## config.mk

```make
export PLATFORM = sky130hd
export DESIGN_NAME = addr_value_watch
export DESIGN_NICKNAME = d
export VERILOG_FILES = /design/src/rtl/avw_pkg.sv /design/src/rtl/avw_cfg_regs.sv /design/src/rtl/avw_op_classify.sv /design/src/rtl/avw_comparator.sv /design/src/rtl/addr_value_watch.sv
export SDC_FILE = /design/constraint.sdc
export NUM_CORES = 1
export LEC_CHECK = 0
export CORE_ASPECT_RATIO = 0.7
export CORE_MARGIN = 2
export CORE_UTILIZATION = 55
export CTS_CLUSTER_SIZE = 20
export DETAILED_ROUTE_END_ITERATION = 10
export HOLD_SLACK_MARGIN = 0.12
export PLACE_DENSITY = 0.79
export SYNTH_ARGS = -nofsm -noshare
export SYNTH_HDL_FRONTEND = slang
export SYNTH_SLANG_ARGS = --single-unit
```

## constraint.sdc

```tcl
create_clock -name clk -period 3.3 [get_ports clk]
set_input_delay 0.495 -clock clk [delete_from_list [all_inputs] [get_ports clk]]
set_output_delay 0.495 -clock clk [all_outputs]
set_load 0.01 [all_outputs]
```

## src/rtl/avw_pkg.sv

```systemverilog
// Package: shared operation class codes and access-kind type for the
// address/value debug watch. Assumes a 4-bit class code from the pipeline.
package avw_pkg;

    typedef enum logic [3:0] {
        OP_LOAD         = 4'd0,
        OP_STORE        = 4'd1,
        OP_DC_INV_BLK   = 4'd2,
        OP_DC_ZERO_BLK  = 4'd3,
        OP_DC_CC_INV    = 4'd4,
        OP_DC_READ      = 4'd5,
        OP_DC_TOUCH     = 4'd6,
        OP_DC_TOUCH_ST  = 4'd7,
        OP_DC_FLUSH     = 4'd8,
        OP_DC_STORE_BLK = 4'd9,
        OP_IC_INV_BLK   = 4'd10,
        OP_IC_TOUCH     = 4'd11,
        OP_IC_CC_INV    = 4'd12,
        OP_IC_READ      = 4'd13,
        OP_STR_LOAD     = 4'd14,
        OP_STR_STORE    = 4'd15
    } op_class_e;

    typedef struct packed {
        logic is_wr;
        logic is_rd;
    } access_t;

endpackage

```

## src/rtl/avw_cfg_regs.sv

```systemverilog
// Module: configuration register file for the comparators.
// Holds one address and one value register per comparator, plus a packed
// control word with read/write enables and byte-lane masks.
// Assumes AW <= DW and NCMP*(2+NB) <= DW.
module avw_cfg_regs #(
    parameter int AW   = 32,
    parameter int DW   = 32,
    parameter int NCMP = 2,
    parameter int NB   = DW / 8,
    parameter int SELW = $clog2(2 * NCMP + 1)
) (
    input  logic                       clk,
    input  logic                       rst_n,
    input  logic                       cfg_we,
    input  logic [SELW-1:0]            cfg_sel,
    input  logic [DW-1:0]              cfg_wdata,
    output logic [NCMP-1:0][AW-1:0]    ref_addr,
    output logic [NCMP-1:0][DW-1:0]    ref_val,
    output logic [NCMP-1:0]            rd_en,
    output logic [NCMP-1:0]            wr_en,
    output logic [NCMP-1:0][NB-1:0]    lane_mask
);
    localparam int CW       = 2 + NB;
    localparam int CTRL_IDX = 2 * NCMP;

    logic [NCMP*CW-1:0] ctrl_q;

    // Control word: enables and masks for all comparators.
    always_ff @(posedge clk) begin
        if (!rst_n) begin
            ctrl_q <= '0;
        end else if (cfg_we && (int'(cfg_sel) == CTRL_IDX)) begin
            ctrl_q <= cfg_wdata[NCMP*CW-1:0];
        end
    end

    for (genvar k = 0; k < NCMP; k++) begin : g_cmp_regs
        // Address register of comparator k.
        always_ff @(posedge clk) begin
            if (!rst_n) begin
                ref_addr[k] <= '0;
            end else if (cfg_we && (int'(cfg_sel) == k)) begin
                ref_addr[k] <= cfg_wdata[AW-1:0];
            end
        end

        // Value register of comparator k.
        always_ff @(posedge clk) begin
            if (!rst_n) begin
                ref_val[k] <= '0;
            end else if (cfg_we && (int'(cfg_sel) == NCMP + k)) begin
                ref_val[k] <= cfg_wdata;
            end
        end

        assign rd_en[k]     = ctrl_q[k*CW];
        assign wr_en[k]     = ctrl_q[k*CW+1];
        assign lane_mask[k] = ctrl_q[k*CW+2 +: NB];
    end

endmodule

```

## src/rtl/avw_op_classify.sv

```systemverilog
// Module: decides whether an operation class counts as a read, a write or
// neither for address compares. Purely combinational.
// Assumes op_strlen is meaningful only for the two string classes.
module avw_op_classify #(
    parameter int LW = 7
) (
    input  logic [3:0]       op_class,
    input  logic [LW-1:0]    op_strlen,
    output avw_pkg::access_t acc
);
    import avw_pkg::*;

    logic len_nz;
    assign len_nz = |op_strlen;

    // Map each class code to its access kind.
    always_comb begin
        acc = '0;
        unique case (op_class_e'(op_class))
            OP_LOAD, OP_DC_TOUCH, OP_DC_TOUCH_ST,
            OP_IC_INV_BLK, OP_IC_TOUCH:            acc.is_rd = 1'b1;
            OP_STORE, OP_DC_INV_BLK, OP_DC_ZERO_BLK,
            OP_DC_FLUSH, OP_DC_STORE_BLK:          acc.is_wr = 1'b1;
            OP_STR_LOAD:                           acc.is_rd = len_nz;
            OP_STR_STORE:                          acc.is_wr = len_nz;
            OP_DC_CC_INV, OP_DC_READ,
            OP_IC_CC_INV, OP_IC_READ:              acc = '0;
            default:                               acc = '0;
        endcase
    end

endmodule

```

## src/rtl/avw_comparator.sv

```systemverilog
// Module: one address/value comparator. Compares the operation address
// against its address register and, in value mode (non-zero lane mask),
// the selected data lanes against its value register. Outputs are
// registered single-cycle pulses.
// Assumes acc is already zero for operations that cannot qualify.
module avw_comparator #(
    parameter int AW = 32,
    parameter int DW = 32,
    parameter int NB = DW / 8
) (
    input  logic             clk,
    input  logic             rst_n,
    input  logic             op_valid,
    input  avw_pkg::access_t acc,
    input  logic [AW-1:0]    op_addr,
    input  logic [DW-1:0]    op_data,
    input  logic [AW-1:0]    ref_addr,
    input  logic [DW-1:0]    ref_val,
    input  logic             rd_en,
    input  logic             wr_en,
    input  logic [NB-1:0]    lane_mask,
    output logic             ev_rd,
    output logic             ev_wr,
    output logic             ev_val
);
    logic          addr_hit;
    logic          rd_qual;
    logic          wr_qual;
    logic          val_mode;
    logic [NB-1:0] lane_ok;

    for (genvar i = 0; i < NB; i++) begin : g_lane
        // A lane matches when unselected or equal to the reference byte.
        assign lane_ok[i] = !lane_mask[i] || (op_data[8*i +: 8] == ref_val[8*i +: 8]);
    end

    // Qualify the operation against address and enables.
    always_comb begin
        addr_hit = (op_addr == ref_addr);
        rd_qual  = op_valid && acc.is_rd && rd_en && addr_hit;
        wr_qual  = op_valid && acc.is_wr && wr_en && addr_hit;
        val_mode = |lane_mask;
    end

    // Register the event pulses; value mode replaces address events.
    always_ff @(posedge clk) begin
        if (!rst_n) begin
            ev_rd  <= 1'b0;
            ev_wr  <= 1'b0;
            ev_val <= 1'b0;
        end else begin
            ev_rd  <= rd_qual && !val_mode;
            ev_wr  <= wr_qual && !val_mode;
            ev_val <= (rd_qual || wr_qual) && val_mode && (&lane_ok);
        end
    end

endmodule

```

## src/rtl/addr_value_watch.sv

```systemverilog
// Module: top of the data address/value debug watch. Classifies each
// committed operation, then feeds NCMP comparators configured through a
// single write port.
// Assumes operation fields are known whenever op_valid is high.
module addr_value_watch #(
    parameter int AW   = 32,
    parameter int DW   = 32,
    parameter int LW   = 7,
    parameter int NCMP = 2,
    parameter int NB   = DW / 8,
    parameter int SELW = $clog2(2 * NCMP + 1)
) (
    input  logic             clk,
    input  logic             rst_n,
    input  logic             cfg_we,
    input  logic [SELW-1:0]  cfg_sel,
    input  logic [DW-1:0]    cfg_wdata,
    input  logic             op_valid,
    input  logic [3:0]       op_class,
    input  logic [AW-1:0]    op_addr,
    input  logic [DW-1:0]    op_data,
    input  logic [LW-1:0]    op_strlen,
    output logic [NCMP-1:0]  ev_rd,
    output logic [NCMP-1:0]  ev_wr,
    output logic [NCMP-1:0]  ev_val
);
    logic [NCMP-1:0][AW-1:0] ref_addr;
    logic [NCMP-1:0][DW-1:0] ref_val;
    logic [NCMP-1:0]         rd_en;
    logic [NCMP-1:0]         wr_en;
    logic [NCMP-1:0][NB-1:0] lane_mask;
    avw_pkg::access_t        acc;

    avw_cfg_regs #(
        .AW(AW), .DW(DW), .NCMP(NCMP), .NB(NB), .SELW(SELW)
    ) u_cfg (
        .clk       (clk),
        .rst_n     (rst_n),
        .cfg_we    (cfg_we),
        .cfg_sel   (cfg_sel),
        .cfg_wdata (cfg_wdata),
        .ref_addr  (ref_addr),
        .ref_val   (ref_val),
        .rd_en     (rd_en),
        .wr_en     (wr_en),
        .lane_mask (lane_mask)
    );

    avw_op_classify #(.LW(LW)) u_cls (
        .op_class  (op_class),
        .op_strlen (op_strlen),
        .acc       (acc)
    );

    for (genvar k = 0; k < NCMP; k++) begin : g_cmp
        avw_comparator #(.AW(AW), .DW(DW), .NB(NB)) u_cmp (
            .clk       (clk),
            .rst_n     (rst_n),
            .op_valid  (op_valid),
            .acc       (acc),
            .op_addr   (op_addr),
            .op_data   (op_data),
            .ref_addr  (ref_addr[k]),
            .ref_val   (ref_val[k]),
            .rd_en     (rd_en[k]),
            .wr_en     (wr_en[k]),
            .lane_mask (lane_mask[k]),
            .ev_rd     (ev_rd[k]),
            .ev_wr     (ev_wr[k]),
            .ev_val    (ev_val[k])
        );
    end

endmodule

```

; Word level (Yosys, flattened, before mapping)
; Cells that the tools add are included.
[word_totals]
input_bits = 114
wordCells = 90
ff_bits = 146
out_inout_bits = 6
[classes]
n_reduce_logical = 52
muxes = 2
eq_ne = 25
[op_table]
columns = op, count
row1 = 32-bit equality test, 2
row2 = 8-bit equality test, 8
row3 = 4-bit equality test (second input constant), 6
row4 = 1-bit logical AND, 23
row5 = 1-bit zero test, 10
row6 = 1-bit logical OR, 10
row7 = 5-bit OR reduction, 2
row8 = 3-bit equality test (second input constant), 3
row9 = 4-bit by 2-bit equality test with 1-bit output (second input constant), 2
row10 = 4-bit by 3-bit equality test with 1-bit output (second input constant), 2
row11 = 4-bit AND reduction, 2
row12 = 4-bit OR reduction, 2
row13 = 7-bit OR reduction, 1
row14 = 4-bit by 1-bit equality test with 1-bit output (second input constant), 1
row15 = 4-bit zero test, 1
row16 = 1-bit one-hot mux with 2 select lines, 2
row17 = 3-bit by 2-bit equality test with 1-bit output (second input constant), 1
row18 = 3-bit zero test, 1

; Logic depth before layout (Yosys ltp)
[logic_depth]
ltp_word = 9
ltp_mapped = 7
mapped_depth_nobuf = 5

; Modules after synthesis
; A second synthesis with hierarchy kept.
[unflattened]
hier_cells = 700
hier_area_um2 = 6854.1
[modules_own_cells]
columns = mod, instances, area_per_inst_um2, cells_each, seq_area_each_um2
row1 = avw_cfg_regs, 1, 5116.2, 491, 2802.7
row2 = avw_comparator, 2, 818.3, 98, 60.1
row3 = avw_op_classify, 1, 101.3, 13, 0.0

; Least setup slack after synthesis
; OpenSTA, ideal clock, no wires.
[synth_timing]
path_kind = input to register
startpoint = input port op_strlen[5]
endpoint = register g_cmp[0].u_cmp.ev_val
required_time_ps = 3177
path_buffers = 0
cell_stages = 5
setup_time_ps = 123
setup_slack_ps = 1752
t_arrival_ps = 1425
path_cell_list = nor4_1 -> a21oi_2 -> a221o_1 -> nand3_1 -> a2111oi_2
[synth_via]
elab_chain_cells = 8
word_cells_on_any_way = 12
cone_classes = mux (2) / reduce/logical (10)
[synth_lines]
columns = element, line
row1 = "start, declared", addr_value_watch.sv:22  ; input logic [LW-1:0] op_strlen,
row2 = 7-bit OR reduction *, avw_op_classify.sv:14  ; assign len_nz = |op_strlen;
row3 = 1-bit one-hot mux with 2 select lines, avw_op_classify.sv:19  ; unique case (op_class_e'(op_class))
row4 = 1-bit logical AND (on tied branches) (3 in a row), "avw_comparator.sv:40, avw_comparator.sv:41"
row5 = 1-bit logical OR *, avw_comparator.sv:54  ; ev_val <= (rd_qual || wr_qual) && val_mode && (&lane_ok);
row6 = 1-bit logical AND * (2 in a row), avw_comparator.sv:54
row7 = "end signal, assigned", avw_comparator.sv:54
row8 = "end, declared", avw_comparator.sv:24  ; output logic ev_val
; Every way passes the cells marked *; elsewhere a longest branch is shown, timed or not.
; A chain may end at the register's enable or synchronous reset.

; Worst setup path after layout
[layout_timing]
startpoint = input port cfg_sel[2]
endpoint = register u_cfg.ref_val[31] (netlist bit)
[layout_via]
elab_chain_cells = 2
[layout_lines]
columns = element, line
row1 = "start, declared", addr_value_watch.sv:16  ; input logic [SELW-1:0] cfg_sel,
row2 = 3-bit equality test, avw_cfg_regs.sv:51  ; end else if (cfg_we && (int'(cfg_sel) == NCMP + k)) begin
row3 = 1-bit logical AND, avw_cfg_regs.sv:51
row4 = "end signal, assigned by index", avw_cfg_regs.sv:52  ; ref_val[k] <= cfg_wdata;
row5 = "end, declared", avw_cfg_regs.sv:18  ; output logic [NCMP-1:0][DW-1:0] ref_val,
; Every way passes these cells.

==> results.sh <==
export IMPL_vias_per_cell=5.617
export IMPL_setup_tns_final_ns=0
export IMPL_status="finished clean"
export IMPL_clock_sinks=146
export IMPL_cp_arrival_ns=2.40
export IMPL_root_buffer="clkbuf_16"
export IMPL_yosysWarnings=0
export IMPL_num_rows=34
export IMPL_fin_nets=1048
export IMPL_syn_inst=836
export IMPL_finalSetupViolCount=0
export IMPL_cts_tree="yes"
export IMPL_dr_total_vias=6218
export IMPL_worst_slew_pin_slew_ns=1.145
export IMPL_fillCellCount=958
export IMPL_max_cap_violations=0
export IMPL_crit_start="cfg_sel[2]"
export IMPL_wire_per_inst_um=17.84
export IMPL_post_cts_buffers=0
export IMPL_die_x_um=138.4
export IMPL_grt_max_degree=139
export IMPL_holdWs_ns=0.3679
export IMPL_worst_path_buf_inv=2
export IMPL_power_per_cell_area_nw_per_um2=471.1
export IMPL_fin_crit_sh_pct=62.02
export IMPL_clk_pin_slew_ns=0.06
export IMPL_hold_path_depth=2
export IMPL_rsz0062_at_grt="no"
export IMPL_synthTopCellsByArea="dfxtp_1, nand2_1, xnor2_1, a21boi_1, nand4_1"
export IMPL_drtIter0Drc=576
export IMPL_crit_chain="clkdlybuf4s50_1, nor2b_2, nand2_1, or2_1, buf_4, nand2_1, a21boi_1"
export IMPL_track_usage_pct=29.48
export IMPL_cp_end_kind="flip-flop"
export IMPL_p_leak_nw=2.815
export IMPL_htreeDepth=4
export IMPL_syn2layout_area_growth_pct=25.34
export IMPL_grt_ovfl_total=0
export IMPL_routed_wl_mm=19.75
export IMPL_drc=0
export IMPL_numCtsBuffers=17
export IMPL_skew_ns=0.004877
export IMPL_cpMaxStageDelayCell="clkdlybuf4s50_1"
export IMPL_core_area_um2=12380
export IMPL_drive_gt1_share_pct=4.656
export IMPL_clock_latency_ns=0.42
export IMPL_ff2ff_path_depth=5
export IMPL_cpMostUsedCell="nand2_1"
export IMPL_ir_drop_mv=0.3743
export IMPL_cp_depth=7
export IMPL_die_area_um2=13570
export IMPL_clock_fmax_mhz=488.6
export IMPL_path_class="input pin to flip-flop"
export IMPL_min_delay_worst_endpoint="u_cfg.ref_addr[24]$_SDFFE_PN0P_"
export IMPL_clock_path_buffers=2
export IMPL_grt_pass1_wl_mm=31.27
export IMPL_r2r_end="g_cmp[0].u_cmp.ev_wr$_SDFF_PN0_"
export IMPL_r2r_setup_slack_ns=1.51
export IMPL_grt_pass1_vias=6026
export IMPL_portBuffers=119
export IMPL_syn_area_per_cell_um2=8.317
export IMPL_place_gp_congestion=0.8992
export IMPL_synth_top_cell_area_share_pct=42.04
export IMPL_antenna_cells=0
export IMPL_cp_required_ns=3.65
export IMPL_slew_violations=0
export IMPL_synth_seq_cells=146
export IMPL_fin_crit_ns=2.047
export IMPL_rr_startpoint="u_cfg.ref_addr[4]$_SDFFE_PN0P_"
export IMPL_hp_start="rst_n"
export IMPL_worst_path_max_fanout=17
export IMPL_synth_nets=950
export IMPL_relSlewSlack_pct=23.65
export IMPL_dpl_hpwl_mm=14.03
export IMPL_synthDistinctLibCells=31
export IMPL_ant_nets=0
export IMPL_max_stage_delay_ns=0.55
export IMPL_post_cts_resized=0
export IMPL_startpoint_type="input pin"
export IMPL_crit_family="buffers and inverters"
export IMPL_yosysTopAreaCell="dfxtp_1"
export IMPL_synthesis_area_um2=6953
export IMPL_drt_pass1_iter_count=5
export IMPL_die_h_um=98.07
export IMPL_io_pins=120
export IMPL_seq_area_frac_synth_pct=42.04
export IMPL_antenna_found_initial=0
export IMPL_cts_hold_buf=0
export IMPL_total_power_mw=4.106
export IMPL_finalHoldViolCount=0
export IMPL_hold_class="input pin to flip-flop"
export IMPL_start_util_pct=56.17
[how the worst max path moves through the flow]
stage	end	slack, ns
final	u_cfg.ref_val[31]$_SDFFE_PN0P_	1.25
after global routing	g_cmp[0].u_cmp.ev_wr$_SDFF_PN0_	1.13
after CTS	u_cfg.ref_val[31]$_SDFFE_PN0P_	1.33
after detailed placement	u_cfg.ref_val[31]$_SDFFE_PN0P_	0.90
after global placement	u_cfg.ref_val[28]$_SDFFE_PN0P_	0.95
after floorplan	g_cmp[0].u_cmp.ev_val$_SDFF_PN0_	1.75
[sequential cells by signal, summed over array words and instances, names as in the netlist]
name                flops
u_cfg.ref_addr         64
u_cfg.ref_val          64
u_cfg.ctrl_q           12
g_cmp.u_cmp.ev_rd       2
g_cmp.u_cmp.ev_val      2
g_cmp.u_cmp.ev_wr       2
[synth_stat cells]
cell type,instances
nor2b_2,1
and2_1,1
a21boi_0,10
buf_6,3
inv_1,2
nor2_2,1
xnor2_1,122
nand3_1,9
nand3b_1,1
and3b_1,1
dfxtp_1,146
a21oi_2,1
xor2_1,7
nand2b_1,2
and3_1,2
nor2_1,5
a2111oi_1,1
nor4_1,8
nand4_1,32
clkbuf_1,22
nor3_1,4
or2_1,1
a2111oi_2,2
a21boi_1,130
a221o_1,1
buf_4,6
o21ai_0,8
a31o_2,1
buf_2,17
buf_1,3
nand2_1,286
[metrics by stage]
step                      setup slack (ns)  utilization [%]  cells  cell area (µm²)
after global placement              0.9500            65.97   1077             8167
final                                1.253            70.40   1107             8715
after detailed placement            0.9021            65.97   1077             8167
after floorplan                      1.752                -    836             6953
after global routing                 1.126            70.40   1107             8715
after CTS                            1.330            70.40   1107             8715
[cells by family (layout without fill, tap and decap cells)]
| logic type | after synthesis | count (layout) | share of synthesized area (%) |
|---|---|---|---|
| AO/OA/AOI/OAI | 154 | 154 | 16.66 |
| flip-flops | 146 | 146 | 42.04 |
| buffers and inverters | 53 | 162 | 3.815 |
| XOR/XNOR | 129 | 129 | 16.25 |
| AND/OR/NAND/NOR | 354 | 354 | 21.23 |
[layout make-up]
class	count	area, µm²	share of cell area (%)
Clock buffer	25	495.5	5.686
Clock inverter	5	52.55	0.6030
Inverter	2	7.507	0.08614
Multi-Input combinational cell	637	3765	43.20
Sequential cell	146	2923	33.54
Tap cell	162	202.7	2.326
Timing Repair Buffer	130	1269	14.56
[power by group]
group / total [mW] / switching [mW] / internal [mW]
logic: 0.470 / 0.218 / 0.251
clock network: 1.81 / 0.706 / 1.10
registers: 1.83 / 0.0261 / 1.80
total: 4.11 / 0.951 / 3.15
[cells in the final DEF (no fill, tap or decap)]
cell type and count:
inv_1 2, buf_4 11, nand3_1 9, nor2_1 5
nand2b_1 2, clkbuf_8 4, clkinv_2 3, buf_2 1
a21oi_2 1, nand2_1 286, clkinvlp_4 1, o21ai_0 8
dfxtp_1 146, and3b_1 1, a21boi_0 10, nor4_1 8
clkbuf_16 17, or2_1 1, a2111oi_1 1, a21boi_1 130
nand4_1 32, bufinv_16 1, clkdlybuf4s50_1 118, nor2_2 1
xor2_1 7, and2_1 1, xnor2_1 122, clkbuf_1 4
a221o_1 1, a2111oi_2 2, nand3b_1 1, nor3_1 4
and3_1 2, nor2b_2 1, a31o_2 1
[metal layers]
| layer | wire length (µm) | GRT usage [%] | up-vias | share of wire, % |
|---|---|---|---|---|
| met1 | 8678 | 39.48 | 2971 | 44 |
| li1 | - | - | 2933 | - |
| met3 | 1780 | 6.915 | 45 | 9.0 |
| met2 | 8741 | 47.07 | 269 | 44 |
| met4 | 544 | 10.36 | 0 | 2.8 |
| met5 | 0 | 0 | - | 0 |
Note: power is estimated with default switching activity, not from simulation.
